<file path="src/rtl/hit_record_serializer.sv">
module hit_record_serializer #(
  parameter int COL_W   = 12,
  parameter int ROW_W   = 14,
  parameter int TS_W    = 12,
  parameter int COL_MAX = 2200,
  parameter int ROW_MAX = 12500,
  parameter int TS_MAX  = 3000
) (
  input  logic             clk,
  input  logic             rst_n,
  input  logic             in_valid,
  output logic             in_ready,
  input  logic [COL_W-1:0] in_col,
  input  logic [ROW_W-1:0] in_row,
  input  logic [TS_W-1:0]  in_time,
  output logic             ser_data,
  output logic             ser_frame,
  output logic             range_err
);
  localparam int REC_W = COL_W + ROW_W + TS_W + 6;
  localparam int CW    = $clog2(REC_W + 1);
  localparam int MW    = (ROW_W > COL_W) ? ((ROW_W > TS_W) ? ROW_W : TS_W)
                                         : ((COL_W > TS_W) ? COL_W : TS_W);
  localparam logic [COL_W-1:0] COL_LIM = COL_W'(COL_MAX);
  localparam logic [ROW_W-1:0] ROW_LIM = ROW_W'(ROW_MAX);
  localparam logic [TS_W-1:0]  TS_LIM  = TS_W'(TS_MAX);

  function automatic logic [1:0] par2(input logic [MW-1:0] d);
    logic pe, po;
    pe = 1'b0;
    po = 1'b0;
    for (int i = 0; i < MW; i += 2) pe ^= d[i];
    for (int i = 1; i < MW; i += 2) po ^= d[i];
    return {pe, po};
  endfunction

  logic [REC_W-1:0] shreg;
  logic [CW-1:0]    left;
  logic             busy, take, oor;
  logic [REC_W-1:0] rec;

  assign busy      = (left != '0);
  assign in_ready  = !busy;
  assign take      = in_valid && in_ready;
  assign oor       = (in_col > COL_LIM) || (in_row > ROW_LIM) || (in_time > TS_LIM);
  assign rec       = {in_col, par2(MW'(in_col)), in_row, par2(MW'(in_row)),
                      in_time, par2(MW'(in_time))};
  assign ser_data  = busy && shreg[REC_W-1];
  assign ser_frame = (left == CW'(REC_W));

  always_ff @(posedge clk or negedge rst_n) begin
    if (!rst_n) begin
      shreg     <= '0;
      left      <= '0;
      range_err <= 1'b0;
    end else if (take) begin
      shreg     <= rec;
      left      <= CW'(REC_W);
      range_err <= range_err | oor;
    end else if (busy) begin
      shreg <= {shreg[REC_W-2:0], 1'b0};
      left  <= left - 1'b1;
    end
  end
endmodule


</file>
<file path="config.mk">
export PLATFORM = sky130hd
export DESIGN_NAME = hit_record_serializer
export DESIGN_NICKNAME = d
export VERILOG_FILES = /design/src/rtl/hit_record_serializer.sv
export SDC_FILE = /design/constraint.sdc
export NUM_CORES = 1
export LEC_CHECK = 0
export ABC_AREA = 1
export BUFFER_PORTS_ARGS = -buffer_cell sky130_fd_sc_hd__buf_4
export CORE_MARGIN = 4
export CORE_UTILIZATION = 30
export CTS_CLUSTER_SIZE = 10
export DETAILED_ROUTE_END_ITERATION = 7
export PLACE_DENSITY = 0.58
export SLEW_MARGIN = 10
export SYNTH_ARGS = -nofsm -noshare
export SYNTH_HDL_FRONTEND = slang
export SYNTH_SLANG_ARGS = --single-unit
</file>
<file path="constraint.sdc">
create_clock -name clk -period 4.5 [get_ports clk]
set_input_delay 0.45 -clock clk [delete_from_list [all_inputs] [get_ports clk]]
set_output_delay 0.45 -clock clk [all_outputs]
set_load 0.01 [all_outputs]
</file>
==> metrics, run 1 <==
synthesis-stage register bit count 51; layout cells sized above 1 14.1%; mapped cell area 0.00284 mm2; crit share post-route 56.2%; Worst path slowest cell nor2_4; Post-route DRC 0; vias per cell 4.55; crit path time final 2.53 ns; most common cell after layout, fill and taps aside nand2_1; critical-path maximum fanout 46; post-CTS resize count 0; Distinct cells, synth 29; largest net degree at the start of global routing 52; Synth-to-Final Area Change 18.5%; vias in the first global route 2427; placed insts 538; RSZ-0062 raised after global routing false; Layout Cells excl Fill 546; Cell Rows 35; Synth Instances 376; Power Dens Cells 316 mW/mm2; die area 0.0111 mm2; mean area per synthesized cell 7.55 um2; Post-CTS Setup Inserts 0; # diodes 0; # IOs 45; port bufs 44; Critical Path, Cell by Cell inv_1 -> ha_1 -> inv_1 -> nor3_4 -> nand2_2 -> buf_4 -> nor2_4 -> inv_2 -> nand2_1 -> inv_1 -> nand3_1 -> nand2_1 -> inv_1; hold buffer count at CTS 0; Critical Path End Type flip-flop; WP data arrival 2.78 ns; most numerous cell on the critical path inv_1; GRT Util Overall 12.3%; Max clock buf depth 2; die extent in x 105 um; total power 1.06 mW; CTS Root Cell clkbuf_8; CP Launch Type flip-flop; CTS Buf Count 5; Initial Utilization 30.7%; VDD IR-drop max 0.129 mV; syn nets 418; clock skew 0.0106 ns; Setup TNS 0 ns; H-tree depth reported by CTS 2; core area 0.00924 mm2; worst-skew pair later-pin latency 0.32 ns; via count 2484; max-cap violations 0; synth warn 0; sequential share of the synthesized area 44.9%; Highest Clock Rate 396 MHz; drt pass-1 iters 4; Total Wirelength 6.60 mm; number of slew-limit violations in the final report 0; final setup vio count 0; post-DP HPWL 4.64 mm; CP peak stage delay 0.81 ns; hold_ws 0.161 ns; GPL Wtd Cong 0.786; CTS tree done; Pleak 1.67 nW; initial antenna violation count 0; status complete, no violations; clock sinks 51; Max-slew headroom 32.9%; CP Class flip-flop to flip-flop; first-pass GRT wire length 11.3 mm; Hold Vio Cnt, Final 0; DR iter-0 viols 111; Worst EP required 4.76 ns; grt ovf 0; Worst Tran Pin Value 1.00 ns; Nets 458; clock transition at the registers of the reported paths 0.09 ns; worst reg-to-reg path cell count 13; ANT nets after route 0; routed length per placed instance 12.1 um; commonest non-fill, non-tap cells in the layout nand2_1 (147), dfrtp_1 (51), buf_4 (45); Hold/Removal Path Class input port to asynchronous set/reset pin; Die Ht 105 um
-- layout make-up --
class | count | area [um2]
clock buffer | 6 | 72.6
timing repair buffer | 45 | 338
tap | 129 | 161
inverter | 41 | 154
sequential | 51 | 1280
clock inverter | 2 | 17.5
fill | 979 | 5870
multi-input combinational | 272 | 1350
-- layer usage --
layer	vias up	wire, um	part of all wire, %	GRT usage [%]
met4	0	40	0.61	1.97
met1	1159	3130	47	16.7
met3	6	288	4.4	3.06
li1	1278	-	-	-
met2	41	3140	48	20.1
met5	-	0	0	0
-- flip-flops by register name, indices dropped and copies added (netlist names) --
signal / cells
left: 6
range_err: 1
shreg: 44
-- per-stage QoR --
stage                     instance area (um2)  setup slack (ns)  utilization [%]
final                                    3370              1.97             36.4
after global routing                     3370              1.65             36.4
after CTS                                3370              1.90             36.4
after detailed placement                 3280              1.93             35.5
after global placement                   3280              2.00             35.5
after floorplan                          2840              2.68                -
-- critical path: cells and delay by family, from the launching register on --
kind	cells	cell delay [ns]
buffers and inverters	6	0.59
AND/OR/NAND/NOR	6	1.26
flip-flops	1	0.41
adder cells (fa/ha/maj)	1	0.19
-- cells in the mapped netlist, drive strengths merged --
cell type	count	area share [%]
dfrtp	51	45
or2	1	0.22
xnor2	10	3.1
nand2	148	20
a22oi	5	1.3
xor2	11	3.4
ha	1	0.44
clkbuf	5	0.66
inv	41	5.4
nor3	7	1.6
nand3b	1	0.26
nand3	36	6.5
a21oi	5	0.88
o21bai	1	0.26
o211ai	21	5.6
nor2	14	2.1
o22ai	1	0.22
nor4	1	0.22
o21ai	7	1.2
buf	7	1.5
nand2b	2	0.44
-- worst paths after layout --
path / from / end / slack, ns
max in group asynchronous: rst_n / shreg[30] / 3.91
worst max-delay path: left[0] / shreg[14] / 1.97
min in group clk: in_time[0] / shreg[2] / 0.35
worst max register to register: left[0] / shreg[14] / 1.97
worst min register to register: range_err / range_err / 0.48
worst min-delay path: rst_n / shreg[23] / 0.16
-- report_power, final --
part,switching [mW],total [mW],internal [mW]
logic,0.119,0.221,0.102
registers,0.0434,0.571,0.528
clock network,0.159,0.271,0.112
-- cells by family after synthesis --
logic type | Yosys count | share of synthesized area [%]
flip-flops | 51 | 44.9
AND/OR/NAND/NOR | 210 | 31.1
buffers and inverters | 53 | 7.62
adder cells (fa/ha/maj) | 1 | 0.440
AO/OA/AOI/OAI | 40 | 9.47
XOR/XNOR | 21 | 6.48
No activity file was read; power rests on OpenSTA's default activity.
==> inputs of run 2 (changes only) <==
--- a/config.mk
+++ b/config.mk
@@ -11,7 +11,7 @@
 export CORE_UTILIZATION = 30
 export CTS_CLUSTER_SIZE = 10
 export DETAILED_ROUTE_END_ITERATION = 7
-export PLACE_DENSITY = 0.58
+export PLACE_DENSITY = 0.59
 export SLEW_MARGIN = 10
 export SYNTH_ARGS = -nofsm -noshare
 export SYNTH_HDL_FRONTEND = slang
==> constraint.sdc (replaced) <==
create_clock -name clk -period 2.18 [get_ports clk]
set_input_delay 0.218 -clock clk [delete_from_list [all_inputs] [get_ports clk]]
set_output_delay 0.218 -clock clk [all_outputs]
set_load 0.01 [all_outputs]
==> metrics, run 2 (synthesized netlist as in run 1, its figures left out) <==
Worst Tran Pin Value 0.639 ns (-0.366 ns); worst reg-to-reg path cell count 9 (-4); clock skew 0.00526 ns (-0.00537 ns); most numerous cell on the critical path inv_1; post-DP HPWL 4.81 mm (+3.8%); final core utilization 37.5% (+1.0 points); crit share post-route 92.9%; WP data arrival 1.81 ns (-0.97 ns); Max clock buf depth 2 (unchanged); Hold EP shreg[2]; first-pass GRT wire length 11.2 mm (-1.5%); die area 0.0111 mm2 (unchanged); R2R Path End shreg[32]; Top reg by flops shreg; Seq pwr share 50.8% (-2.9 points); VDD IR-drop max 0.282 mV (+120%); core area 0.00924 mm2 (unchanged); Critical Path End Type output port; hold path start in_time[0]; hold_ws 0.139 ns (-0.0224 ns); Initial Utilization 30.7% (unchanged); Clock Power Share 29.2% (+3.7 points); CP Class flip-flop to output port; worst-skew pair later-pin latency 0.30 ns (-0.02 ns); grt ovf 0 (unchanged); GRT Util Overall 12.0% (-0.23 points); CTS Buf Count 5 (unchanged); delay-heaviest family, CP buffers and inverters; commonest non-fill, non-tap cells in the layout nand2_1 (147), dfrtp_1 (51), buf_4 (48); Cell Rows 35 (unchanged); status complete, no violations; port bufs 44 (unchanged); Worst Path Buf+Inv 5 (-1); most common cell after layout, fill and taps aside nand2_1; sw frac 27.8% (-2.4 points); Post-DP Area 0.00333 mm2 (+1.5%); Power Dens Cells 671 mW/mm2 (+110%); Worst path slowest cell dfrtp_1; cell depth of the worst hold path 3; total power 2.32 mW (+120%); drt pass-1 iters 5 (+1); Hold Vio Cnt, Final 0 (unchanged); critical-path maximum fanout 15 (-67%); vias in the first global route 2434 (+0.29%); Highest Clock Rate 494 MHz; Pleak 1.72 nW (+2.6%); r2r setup slk 0.39 ns (-1.58 ns); Final Instance Area 0.00346 mm2 (+2.8%); Die Ht 105 um (unchanged); CP peak stage delay 0.41 ns (-0.40 ns); Worst EP required 1.96 ns (-2.80 ns); Comb pwr share 19.9% (-0.9 points); Max-slew headroom 57.4% (+25 points); GPL Wtd Cong 0.770 (-2.0%); Synth-to-Final Area Change 21.9%; routed length per placed instance 11.8 um (-2.5%); CTS Root Cell clkbuf_8; initial antenna violation count 0 (unchanged); vias per cell 4.50 (-1.0%); Largest register FFs 44 (unchanged); r2r startpoint left[0]; # diodes 0 (unchanged); Largest regs shreg (44), left (6), range_err (1); Setup TNS 0 ns (unchanged); RSZ-0062 raised after global routing false; Post-route DRC 0 (unchanged); clock transition at the registers of the reported paths 0.09 ns (about the same); ANT nets after route 0 (unchanged); Hold/Removal Path Class input port to flip-flop; H-tree depth reported by CTS 2 (unchanged); Total Wirelength 6.50 mm (-1.4%); final setup vio count 0 (unchanged); Critical Path, Cell by Cell inv_1 -> ha_2 -> inv_1 -> nor3_4 -> nand2_2 -> buf_4 -> nand2_1 -> inv_1 -> buf_4; number of slew-limit violations in the final report 0 (unchanged); crit path time final 2.03 ns; switching power 0.645 mW (+100%); largest net degree at the start of global routing 52 (unchanged); internal power 1.68 mW (+130%); clock sinks 51 (unchanged); via count 2486 (+0.081%); CTS tree done; DR iter-0 viols 101 (-9.0%); CP Launch Type flip-flop; layout cells sized above 1 15.8% (+1.7 points); Nets 464 (+1.3%); die extent in x 105 um (unchanged); max-cap violations 0 (unchanged); # IOs 45 (unchanged)
==> run 2: changes by cell type in the layout (fill, tap and decap cells not counted), sizes merged <==
cell         delta
buf             +5
clkinv          -1
dlygate4sd3     +1
bufinv          +1
==> run 2: power by group through the flow <==
stage                     Clock [mW]  Combinational, mW  Sequential, mW
after floorplan                    0              0.300            1.18
after global placement             0              0.459            1.20
after detailed placement           0              0.469            1.20
after CTS                      0.702              0.470            1.18
after global routing           0.739              0.530            1.20
final                          0.679              0.463            1.18
==> run 2: cell type report <==
type | instances | area (um2)
fillers | 964 | 5780
multi-input cells | 272 | 1350
flip-flops and latches | 51 | 1280
repair buffers | 51 | 402
well taps | 129 | 161
clock inverters | 2 | 35.0
clock buffers | 6 | 82.6
inverters | 41 | 154
==> run 2: timing repair <==
| action | in CTS | in global routing |
|---|---|---|
| buffers inserted | 0 | 0 |
| setup endpoints to repair | 0 | 1 |
| resized for setup | 0 | 3 |
| hold buffers | 1 | 0 |
| hold endpoints to repair | 51 | 0 |
==> run 2: routing by layer <==
metal	GRT usage [%]	up-vias	share of wire, %
met4	2.81	0	0.35
met1	15.9	1165	48
met5	0	-	0
met2	20.1	32	49
li1	-	1287	-
met3	2.63	2	3.0
==> run 2: worst max path at each step <==
stage | cells after the start | slack (ns) | startpoint | end
6_report | 9 | 0.15 | left[0] | ser_data
5_1_grt | 8 | 0.04 | left[0] | in_ready
4_1_cts | 8 | 0.02 | left[0] | in_ready
3_5_place_dp | 10 | 0.36 | left[0] | shreg[15]
3_3_place_gp | 8 | 0.41 | left[0] | in_ready
2_1_floorplan | 8 | 0.57 | left[0] | shreg[1]
==> run 2: stage by stage <==
stage	cells	setup slack [ns]
after detailed placement	543	0.363
after floorplan	376	0.570
after global placement	543	0.410
after global routing	552	0.0424
final	552	0.155
after CTS	552	0.0164
==> run 2: worst min-delay path: cells and delay by family <==
family / cells / cell delay [ns]
buf+inv: 1 / 0.09
simple gates: 2 / 0.10
==> inputs of run 3 (changes only) <==
--- a/config.mk
+++ b/config.mk
@@ -11,7 +11,7 @@
 export CORE_UTILIZATION = 30
 export CTS_CLUSTER_SIZE = 10
 export DETAILED_ROUTE_END_ITERATION = 7
-export PLACE_DENSITY = 0.59
+export PLACE_DENSITY_LB_ADDON = 0.12
 export SLEW_MARGIN = 10
 export SYNTH_ARGS = -nofsm -noshare
 export SYNTH_HDL_FRONTEND = slang
==> metrics, run 3 (synthesized netlist as in run 1, its figures left out) <==
crit path time final 2.05 ns (+0.0252 ns); final setup vio count 0 (unchanged); pre-CTS setup slack 0.395 ns (+0.0316 ns); final worst slack 0.130 ns (-0.0252 ns); DR iter-0 viols 98 (-3.0%); total power 2.21 mW (-4.9%); core area 0.00924 mm2 (unchanged); routed length per placed instance 12.1 um (+2.3%); hold path start in_row[12]; H-tree depth reported by CTS 2 (unchanged); Post-route DRC 0 (unchanged); vias per cell 4.43 (-1.6%); Top reg by flops shreg; Largest register FFs 44 (unchanged); number of slew-limit violations in the final report 0 (unchanged); Post-DP Area 0.00333 mm2 (unchanged); GPL Wtd Cong 0.772 (+0.21%); layout cells sized above 1 15.6% (-0.27 points); Die Ht 105 um (unchanged); Nets 465 (+0.22%); vias in the first global route 2403 (-1.3%); status complete, no violations; first-pass GRT wire length 11.5 mm (+2.7%); CTS Root Cell clkbuf_8; Critical Path End Type output port; Synth-to-Final Area Change 21.1%; via count 2450 (-1.4%); fill cell count 1003 (+4.0%); CP Launch Point left[0]; CP Launch Type flip-flop; drt pass-1 iters 4 (-1); crit share post-route 94.0% (+1.2 points); # diodes 0 (unchanged); CP Class flip-flop to output port; Max clock buf depth 2 (unchanged); Power Dens Cells 642 mW/mm2 (-4.3%); Initial Utilization 30.7% (unchanged); Cell Rows 35 (unchanged); die extent in x 105 um (unchanged); CTS Buf Count 5 (unchanged); Pleak 1.71 nW (-0.40%); ANT nets after route 0 (unchanged); grt ovf 0 (unchanged); initial antenna violation count 0 (unchanged); largest net degree at the start of global routing 52 (unchanged); Hold/Removal Path Class input port to flip-flop; Worst EP required 1.96 ns (about the same); r2r startpoint left[0]; max-cap violations 0 (unchanged); commonest non-fill, non-tap cells in the layout nand2_1 (147), dfrtp_1 (51), buf_4 (49); Total Wirelength 6.67 mm (+2.5%); Worst Tran Pin Value 0.662 ns (+0.0239 ns); # IOs 45 (unchanged); most common cell after layout, fill and taps aside nand2_1; clock sinks 51 (unchanged); Setup TNS 0 ns (unchanged); clock transition at the registers of the reported paths 0.11 ns (+0.02 ns); GRT Util Overall 12.5% (+0.48 points); worst-skew pair later-pin latency 0.31 ns (about the same); Hold Vio Cnt, Final 0 (unchanged); Max-slew headroom 55.8% (-1.6 points); Largest regs shreg (44), left (6), range_err (1); Highest Clock Rate 488 MHz (-1.2%); port bufs 44 (unchanged); placed insts 543 (unchanged); post-DP HPWL 4.94 mm (+2.7%); WP data arrival 1.83 ns (+0.02 ns); clock skew 0.0157 ns (+0.0104 ns); VDD IR-drop max 0.382 mV (+36%); die area 0.0111 mm2 (unchanged); Layout Cells excl Fill 553 (+0.18%); CTS tree done; critical-path maximum fanout 22 (+7); Final Instance Area 0.00344 mm2 (-0.58%)
## run 3: critical path: stages (launching register included)
cell	delay, ns
dfrtp_1	0.41
inv_1	0.07
ha_2	0.20
inv_1	0.07
nor3_4	0.23
nand2_2	0.13
buf_6	0.19
nand2_1	0.07
inv_1	0.04
buf_4	0.13
## run 3: final timing paths
kind | slack (ns) | cells after the start | to
worst max-delay path | 0.13 | 9 | ser_data
worst min-delay path | 0.14 | 3 | shreg[28]
worst max register to register | 0.30 | 12 | shreg[14]
worst min register to register | 0.49 | 2 | range_err
max in group asynchronous | 1.26 | 2 | shreg[7]
min in group asynchronous | 0.48 | 2 | shreg[20]
## run 3: through the flow
step / util, % / hold slack, ns
6_report: 37.2 / 0.141
5_1_grt: 37.2 / 0.135
4_1_cts: 37.1 / 0.138
3_5_place_dp: 36.0 / 0.308
3_3_place_gp: 36.0 / 0.306
2_1_floorplan: - / -0.0776
## run 3: metal layers
metal  track usage (%)  up-vias  part of all wire (%)
met5                 0        -                     0
met4              2.53        0                  0.71
met3              2.51        5                   3.2
met2              20.2       37                    46
met1              17.4     1117                    50
li1                  -     1291                     -
## run 3: what timing repair did
action / 4_1_cts / 5_1_grt
gates resized for setup: 0 / 2
hold buffers: 1 / 0
setup endpoints to repair: 0 / 1
setup buffers: 0 / 1
endpoints found under the hold margin: 51 / 0
## run 3: area by class of cell
cell class,count,area (um2),share of cell area (%)
multi-input combinational,272,1350,39.2
sequential,51,1280,37.1
timing repair buffer,52,409,11.9
tap,129,161,4.69
inverter,41,154,4.47
clock buffer,6,72.6,2.11
clock inverter,2,17.5,0.509
## run 3: where the power goes
| group | switching, mW | internal, mW |
|---|---|---|
| Combinational | 0.248 | 0.217 |
| Sequential | 0.0910 | 1.09 |
| Clock | 0.333 | 0.232 |
